### config.mk
export PLATFORM = sky130hd
export DESIGN_NAME = adc_frame_reader
export DESIGN_NICKNAME = d
export VERILOG_FILES = /design/src/rtl/adcrd_pkg.sv /design/src/rtl/adcrd_timer.sv /design/src/rtl/adcrd_capture.sv /design/src/rtl/adcrd_fsm.sv /design/src/rtl/adc_frame_reader.sv
export SDC_FILE = /design/constraint.sdc
export NUM_CORES = 1
export LEC_CHECK = 0
export BUFFER_PORTS_ARGS = -buffer_cell sky130_fd_sc_hd__buf_2
export CORE_MARGIN = 2
export CORE_UTILIZATION = 49
export DETAILED_ROUTE_END_ITERATION = 8
export GPL_TIMING_DRIVEN = 0
export PLACE_DENSITY = 0.78
export SKIP_CTS_REPAIR_TIMING = 1
export SYNTH_ARGS = -nofsm -noshare
export SYNTH_HDL_FRONTEND = slang
export SYNTH_HIERARCHICAL = 1
export SYNTH_SLANG_ARGS = --single-unit
### constraint.sdc
create_clock -name clk -period 5.5 [get_ports clk]
set_input_delay 0.825 -clock clk [delete_from_list [all_inputs] [get_ports clk]]
set_output_delay 0.825 -clock clk [all_outputs]
set_load 0.02 [all_outputs]
### src/rtl/adcrd_pkg.sv
package adcrd_pkg;

    typedef enum logic [2:0] {
        ST_IDLE,
        ST_SETUP,
        ST_LOW,
        ST_HIGH,
        ST_GAP
    } rd_state_e;

endpackage

### src/rtl/adcrd_timer.sv
// Free-running interval counter: while run is high it expires every
// max(limit,1) cycles and restarts; it is held at zero otherwise.
module adcrd_timer #(
    parameter int W = 8
) (
    input  logic         clk,
    input  logic         rst_n,
    input  logic         run,
    input  logic [W-1:0] limit,
    output logic         expire
);

    logic [W-1:0] cnt_q;
    logic [W-1:0] lim_m1;

    assign lim_m1 = (limit == '0) ? '0 : (limit - W'(1));
    assign expire = run && (cnt_q == lim_m1);

    always_ff @(posedge clk or negedge rst_n) begin
        if (!rst_n) begin
            cnt_q <= '0;
        end else if (!run || expire) begin
            cnt_q <= '0;
        end else begin
            cnt_q <= cnt_q + W'(1);
        end
    end


    cnt_range_chk: assert property (@(posedge clk) disable iff (!rst_n)
        run |-> (cnt_q <= lim_m1));

endmodule

### src/rtl/adcrd_capture.sv
// Shifts in the data-bearing rising-edge samples and publishes the word.
module adcrd_capture #(
    parameter int DATA_W = 12,
    parameter int FIRST  = 2,
    parameter int EW     = 5
) (
    input  logic              clk,
    input  logic              rst_n,
    input  logic              sample,
    input  logic [EW-1:0]     edge_idx,
    input  logic              sdo,
    input  logic              publish,
    output logic [DATA_W-1:0] data_o,
    output logic              valid_o
);

    localparam int LAST = FIRST + DATA_W - 1;

    logic [DATA_W-1:0] shreg_q;
    logic              in_window;

    assign in_window = (edge_idx >= EW'(FIRST)) && (edge_idx <= EW'(LAST));

    always_ff @(posedge clk or negedge rst_n) begin
        if (!rst_n) begin
            shreg_q <= '0;
            data_o  <= '0;
            valid_o <= 1'b0;
        end else begin
            if (sample && in_window) begin
                shreg_q <= {shreg_q[DATA_W-2:0], sdo};
            end
            valid_o <= publish;
            if (publish) begin
                data_o <= shreg_q;
            end
        end
    end


    valid_pulse_chk: assert property (@(posedge clk) disable iff (!rst_n)
        valid_o |=> !valid_o);

endmodule

### src/rtl/adcrd_fsm.sv
// Frame state machine: chip select, serial clock, edge counting and
// the timer hand-off.
module adcrd_fsm
    import adcrd_pkg::*;
#(
    parameter int DIV_W       = 8,
    parameter int GAP_W       = 10,
    parameter int FRAME_EDGES = 16,
    parameter int PD_EDGE     = 4,
    parameter int EW          = 5
) (
    input  logic             clk,
    input  logic             rst_n,
    input  logic             start_i,
    input  logic             pdown_i,
    input  logic [DIV_W-1:0] div_i,
    input  logic [GAP_W-1:0] gap_i,
    input  logic             half_exp,
    input  logic             gap_exp,
    output logic [DIV_W-1:0] div_q,
    output logic [GAP_W-1:0] gap_q,
    output logic             half_run,
    output logic             gap_run,
    output logic             cs_n_o,
    output logic             sclk_o,
    output logic             busy_o,
    output logic             sample_o,
    output logic [EW-1:0]    edge_o,
    output logic             publish_o
);

    rd_state_e     state_q, state_d;
    logic [EW-1:0] edge_q;
    logic          pd_q;
    logic          accept;
    logic [EW-1:0] last_edge;

    assign accept    = (state_q == ST_IDLE) && (start_i || pdown_i);
    assign last_edge = pd_q ? EW'(PD_EDGE) : EW'(FRAME_EDGES);

    always_comb begin
        state_d = state_q;
        unique case (state_q)
            ST_IDLE:  if (accept)   state_d = ST_SETUP;
            ST_SETUP: if (half_exp) state_d = ST_LOW;
            ST_LOW:   if (half_exp) state_d = (edge_q == last_edge) ? ST_GAP : ST_HIGH;
            ST_HIGH:  if (half_exp) state_d = ST_LOW;
            ST_GAP:   if (gap_exp)  state_d = ST_IDLE;
            default:                state_d = ST_IDLE;
        endcase
    end

    always_ff @(posedge clk or negedge rst_n) begin
        if (!rst_n) begin
            state_q <= ST_IDLE;
        end else begin
            state_q <= state_d;
        end
    end

    always_ff @(posedge clk or negedge rst_n) begin
        if (!rst_n) begin
            edge_q <= '0;
            pd_q   <= 1'b0;
            div_q  <= '0;
            gap_q  <= '0;
        end else begin
            if (accept) begin
                pd_q  <= pdown_i;
                div_q <= div_i;
                gap_q <= gap_i;
            end
            if (state_q == ST_SETUP && half_exp) begin
                edge_q <= EW'(1);
            end else if (state_q == ST_HIGH && half_exp) begin
                edge_q <= edge_q + EW'(1);
            end
        end
    end

    always_comb begin
        cs_n_o   = 1'b1;
        sclk_o   = 1'b1;
        busy_o   = 1'b1;
        half_run = 1'b0;
        gap_run  = 1'b0;
        sample_o = 1'b0;
        unique case (state_q)
            ST_IDLE: begin
                busy_o = 1'b0;
            end
            ST_SETUP: begin
                cs_n_o   = 1'b0;
                half_run = 1'b1;
            end
            ST_LOW: begin
                cs_n_o   = 1'b0;
                sclk_o   = 1'b0;
                half_run = 1'b1;
                sample_o = half_exp;
            end
            ST_HIGH: begin
                cs_n_o   = 1'b0;
                half_run = 1'b1;
            end
            ST_GAP: begin
                gap_run = 1'b1;
            end
            default: begin
                busy_o = 1'b0;
            end
        endcase
    end

    assign edge_o    = edge_q;
    assign publish_o = sample_o && (edge_q == last_edge) && !pd_q;


    idle_sclk_chk: assert property (@(posedge clk) disable iff (!rst_n)
        cs_n_o |-> sclk_o);


    edge_count_chk: assert property (@(posedge clk) disable iff (!rst_n)
        $rose(cs_n_o) |-> (edge_q == (pd_q ? EW'(PD_EDGE) : EW'(FRAME_EDGES))));


    frame_end_chk: assert property (@(posedge clk) disable iff (!rst_n)
        $rose(cs_n_o) |-> ($past(publish_o) != pd_q));


    no_restart_chk: assert property (@(posedge clk) disable iff (!rst_n)
        (state_q != ST_IDLE && state_q != ST_SETUP) |=> (state_q != ST_SETUP));

endmodule

### src/rtl/adc_frame_reader.sv
module adc_frame_reader #(
    parameter int DATA_W     = 12,
    parameter int LEAD_BITS  = 2,
    parameter int TRAIL_BITS = 2,
    parameter int PD_EDGE    = 4,
    parameter int DIV_W      = 8,
    parameter int GAP_W      = 10
) (
    input  logic              clk,
    input  logic              rst_n,
    input  logic              start_i,
    input  logic              pdown_i,
    input  logic [DIV_W-1:0]  div_i,
    input  logic [GAP_W-1:0]  gap_i,
    input  logic              sdo_i,
    output logic              cs_n_o,
    output logic              sclk_o,
    output logic              busy_o,
    output logic [DATA_W-1:0] data_o,
    output logic              valid_o
);

    localparam int FRAME_EDGES = LEAD_BITS + DATA_W + TRAIL_BITS;
    localparam int EW          = $clog2(FRAME_EDGES + 1);

    logic             half_exp, gap_exp, half_run, gap_run;
    logic [DIV_W-1:0] div_q;
    logic [GAP_W-1:0] gap_q;
    logic             sample;
    logic [EW-1:0]    edge_idx;
    logic             publish;

    adcrd_fsm #(
        .DIV_W       (DIV_W),
        .GAP_W       (GAP_W),
        .FRAME_EDGES (FRAME_EDGES),
        .PD_EDGE     (PD_EDGE),
        .EW          (EW)
    ) u_fsm (
        .clk       (clk),
        .rst_n     (rst_n),
        .start_i   (start_i),
        .pdown_i   (pdown_i),
        .div_i     (div_i),
        .gap_i     (gap_i),
        .half_exp  (half_exp),
        .gap_exp   (gap_exp),
        .div_q     (div_q),
        .gap_q     (gap_q),
        .half_run  (half_run),
        .gap_run   (gap_run),
        .cs_n_o    (cs_n_o),
        .sclk_o    (sclk_o),
        .busy_o    (busy_o),
        .sample_o  (sample),
        .edge_o    (edge_idx),
        .publish_o (publish)
    );

    adcrd_timer #(.W(DIV_W)) u_half_tmr (
        .clk    (clk),
        .rst_n  (rst_n),
        .run    (half_run),
        .limit  (div_q),
        .expire (half_exp)
    );

    adcrd_timer #(.W(GAP_W)) u_gap_tmr (
        .clk    (clk),
        .rst_n  (rst_n),
        .run    (gap_run),
        .limit  (gap_q),
        .expire (gap_exp)
    );

    adcrd_capture #(
        .DATA_W (DATA_W),
        .FIRST  (LEAD_BITS),
        .EW     (EW)
    ) u_capture (
        .clk      (clk),
        .rst_n    (rst_n),
        .sample   (sample),
        .edge_idx (edge_idx),
        .sdo      (sdo_i),
        .publish  (publish),
        .data_o   (data_o),
        .valid_o  (valid_o)
    );


    cs_busy_chk: assert property (@(posedge clk) disable iff (!rst_n)
        !cs_n_o |-> busy_o);

endmodule

# After elaboration in Yosys (flattened, before gate mapping)
# Cells that the tools add are included.
# totals
reg_bits	70
in_bits	23
out_inout_bits	16
elab_cells	70
# classes
n_addsub	5
order_cmp	2
eq_ne	11
mux	19
n_reduce_logical	23
# ops
cell	n
$mux 10	2
$mux 8	2
$mux 3	5
$mux 5	3
$pmux 3 s4	1
$add 10x1->10 const B	1
$eq 10x10->1	1
$logic_not 10->1	1
$sub 10x1->10 const B	1
$logic_and 1x1->1	9
$add 8x1->8 const B	1
$eq 8x8->1	1
$logic_not 8->1	1
$ne 2x1->1 const B	4
$sub 8x1->8 const B	1
$eq 3x2->1 const B	2
$mux 1	6
$add 5x1->5 const B	1
$eq 5x5->1	1
$ge 5x2->1 const B	1
$le 5x4->1 const B	1
$reduce_and 4->1	1
$reduce_or 4->1	1
$eq 3x1->1 const B	1
7 further kinds	11

# Logic depth before layout (Yosys ltp)
# logic_depth
ltp_word	7
ltp_mapped	15
ltp_nobuf	13

# Modules after synthesis
# Netlist, hierarchy kept.
# by_module_without_submodules
mod	n_inst	cells_per_inst	area_each_um2	seq_area_each_um2
adcrd_fsm	1	97	1272.5	675.6
adcrd_capture	1	99	1255.0	625.6
adcrd_timer at u_gap_tmr	1	145	1117.3	250.2
adcrd_timer at u_half_tmr	1	98	815.8	200.2

# Worst setup path after synthesis
# Ideal clock, no wire load.
# synth_timing
kind	register to register
from	reg u_fsm.div_q[0]
to	reg u_capture.data_o[0]
setup_time_ns	0.125
arrival_ns	3.429
path_slack_ns	1.947
path_stages_with_launch	13
n_path_buf	2
period_less_slack_ns	3.553
path_cell_list	dfrtp_1 > inv_1 > ha_1 > buf_2 > nor3b_1 > nand2_1 > a311o_2 > a2111oi_4 > and2_1 > nand4b_1 > nor3_1 > buf_2 > mux2_2
# synth_between
elab_chain_cells	7
elab_cells_between_ends	8
# synth_lines
item	line	rtl
start: declaration	adcrd_fsm.sv:20	output logic [DIV_W-1:0] div_q,
start signal: assignment	adcrd_fsm.sv:70	div_q <= div_i;
$sub 8x1->8 or $logic_not 8->1 (tied branches)	adcrd_timer.sv:16	assign lim_m1 = (limit == '0) ? '0 : (limit - W'(1));
$mux 8 *	adcrd_timer.sv:16	
$eq 8x8->1 *	adcrd_timer.sv:17	assign expire = run && (cnt_q == lim_m1);
$logic_and 1x1->1 *	adcrd_timer.sv:17	
named net half_exp	adc_frame_reader.sv:26	logic half_exp, gap_exp, half_run, gap_run;
$mux 1 *	adcrd_fsm.sv:88	unique case (state_q)
$logic_and 1x1->1 * (2 in a row)	adcrd_fsm.sv:116	assign publish_o = sample_o && (edge_q == last_edge) && !pd_q;
named net publish	adc_frame_reader.sv:31	logic publish;
end signal: assignment	adcrd_capture.sv:35	data_o <= shreg_q;
end: declaration	adcrd_capture.sv:13	output logic [DATA_W-1:0] data_o,
# The timed path passes the listed nets; every way through them passes the cells marked *.
# A chain may end at the register's enable or synchronous reset.

# Final worst setup path
# layout_timing
from	reg u_fsm.div_q[0]
to	reg u_capture.data_o[7]
# The elaborated chain is that of the path after synthesis.

==> metrics <==
EDFF count, synth=0; maximum net fanout on the critical path=10; share of cells above drive strength 1=25.56%; leak pwr=2.141 nW; CP endpoint kind=flip-flop; CTS buffer count=9; CTS root buf=clkbuf_8; Max Cap Violations=0; detailed-route wire length per cell=15.55 um; crit-path cells=inv_1 -> ha_1 -> buf_2 -> nor3b_1 -> nand2_1 -> a311o_2 -> a2111oi_4 -> and2_1 -> nand4b_1 -> nor3_1 -> buf_2 -> mux2_2; Final Max Slew Viols=0; Critical Path AT=4700 ps; global route hottest layer=met2; Initial Util=50.90%; syn_nets=468; GRT Total Usage=19.44%; fmax=223.8 MHz; unrepaired setup endpoints after global routing=false; vias in the first global route=3458; routed wire length=9347 um; I/O pin count=39; Min-Delay Path Class=flip-flop to flip-flop; count leader, synth=dfrtp_1; outcome=complete, no violations; warnings from Yosys=6; Post-synth top cells=70 x dfrtp_1, 29 x nand2_1, 26 x o21ai_0, 20 x mux2_2, 19 x nor2_1; met1 Track Usage GR=25.68%; post-route clock period utilization=81.25%; Reg clk slew, reported paths=80 ps; routing usage on met2=32.33%; Yosys top cell by area=dfrtp_1; GR Overflow Total=0; met3 GRT Util=3.584%; crit path kind=flip-flop to flip-flop; predominant post-synthesis flop cell=dfrtp_1; synthesized area=0.004461 mm2; row cnt=34; ant diodes=0; pin count of the biggest net entering global routing=71; final hold slack=506.2 ps; Post-route DRC=0; Worst Skew=15.54 ps; initial antenna violation count=0; Synth top area share=39.27%; DR iter-0 viols=207; CP max-delay cell=nor3_1; Mapped Cells=439; Die Footprint=0.009882 mm2; synthesis-to-layout area growth=11.84%; min Tclk post-route=4469 ps; Routability Congestion=0.8808; first-pass GRT wire length=15730 um; Crit path largest cell delay=690 ps; TritonCTS clock tree=yes; drt first pass iters=4; H-tree depth=3; Die Y=99.41 um; Antenna Nets Post-Route=0; flops & latches, synth=70; Slew @ Worst Pin=903.6 ps; clock buffer depth=2; setup_tns=0 ps; Clock Sinks=70; Total Nets Final=517; Critical Path RT=5730 ps; Via Count=3590; final setup violation count=0; startpoint types=flip-flop; Port Buffers=38; Synth async-reset ratio=100.0%; die span in x=99.41 um; Avg Cell Area, Syn=10.16 um2; sequential share of the synthesized area=39.27%; VDD IR max=0.1523 mV; HPWL Detailed=6560 um; post-layout util=56.92%; Hold Fails Final Rpt=0; Fillers=738; Vias/cell=5.973; pwr dens=395.9 mW/mm2; CORE AREA=0.008763 mm2; Top cell by count, worst path=buf_2; Worst-Skew Late Latency=350 ps; relative slew slack=38.91%; Netlist cell types=78; largest cells by area after synthesis=dfrtp_1 39%, mux2_2 5.0%, mux2_4 3.4%, nor4b_1 3.3%, xnor2_1 3.1%
power breakdown:
| group | leakage (nW) | switching [W] | internal, W | total (W) |
|---|---|---|---|---|
| clock network | 0.0955 | 0.000199 | 0.000222 | 0.000421 |
| logic | 1.13 | 0.000420 | 0.000398 | 0.000818 |
| registers | 0.919 | 0.000128 | 0.000609 | 0.000736 |
area by class of cell:
type                       count  area, um2  share of cell area, %
multi-input combinational    320       2439                  48.88
sequential                    70       1752                  35.11
buffer                        32      206.4                  4.138
timing repair buffer          38      192.7                  3.863
clock buffer                  11      141.4                  2.834
tap                          108      135.1                  2.709
inverter                      17      63.81                  1.279
clock inverter                 5      58.81                  1.179
sequential cells by signal (all words and copies together), names as in the netlist:
signal and count:
u_fsm/pd_q 1, u_fsm/edge_o 5, u_fsm/gap_q 10, u_capture/valid_o 1, u_gap_tmr/cnt_q 10, u_fsm/div_q 8, u_half_tmr/cnt_q 8, u_capture/data_o 12
u_capture/shreg_q 12, u_fsm/state_q 3
layer usage:
layer	routed length, um	share of wire, %	vias up
met2	4532	48	91
li1	-	-	1741
met3	455	4.9	12
met1	4237	45	1746
met4	122	1.3	0
met5	0	0	-
final timing paths:
check                                                   to                       startpoint  cells past startpoint  slack, ps
max in group asynchronous     u_gap_tmr/cnt_q[5]$_DFF_PN0_                            rst_n                      1       4340
setup / recovery           u_capture/data_o[7]$_DFFE_PN0P_       u_fsm/div_q[0]$_DFFE_PN0P_                     12       1030
hold reg to reg            u_capture/data_o[6]$_DFFE_PN0P_  u_capture/data_o[6]$_DFFE_PN0P_                      1        510
hold / removal             u_capture/data_o[6]$_DFFE_PN0P_  u_capture/data_o[6]$_DFFE_PN0P_                      1        510
min in group asynchronous    u_half_tmr/cnt_q[2]$_DFF_PN0_                            rst_n                      1        580
setup reg to reg           u_capture/data_o[7]$_DFFE_PN0P_       u_fsm/div_q[0]$_DFFE_PN0P_                     12       1030
kinds of logic after synthesis:
group	Yosys count	synth area share, %
buffers and inverters	49	6.059
adder cells (fa/ha/maj)	6	1.683
multiplexers	32	8.864
flip-flops	70	39.27
AND/OR/NAND/NOR	153	22.05
XOR/XNOR	26	5.105
AO/OA/AOI/OAI	103	16.97
critical path, delay by kind of cell (launching register included):
kind	cells	cell delay [ps]
mux	1	360
fa+ha+maj	1	130
flops	1	460
compound gates	2	970
buf+inv	3	680
simple gates	5	1750
layout by cell type, fill, tap and decap left out, drive strengths merged, types with 11 or more instances in the layout:
master  instances
nor3           11
xnor2          16
a21oi          15
dfrtp          70
and3b          13
o221a          12
nand2          29
nor2           19
inv            17
buf            57
nand3          13
clkbuf         24
o21ai          30
nor4b          17
mux2           30
through the flow:
step | setup WS, ps | area (um2) | power (W) | std cells
after floorplan | 1947 | 4461 | 0.001382 | 439
after global placement | 1143 | 4786 | 0.001517 | 585
after detailed placement | 1121 | 4788 | 0.001553 | 585
after CTS | 1077 | 4989 | 0.001982 | 601
after global routing | 786.9 | 4989 | 0.002112 | 601
final | 1031 | 4989 | 0.001975 | 601
Note: power is estimated with default switching activity, not from simulation.
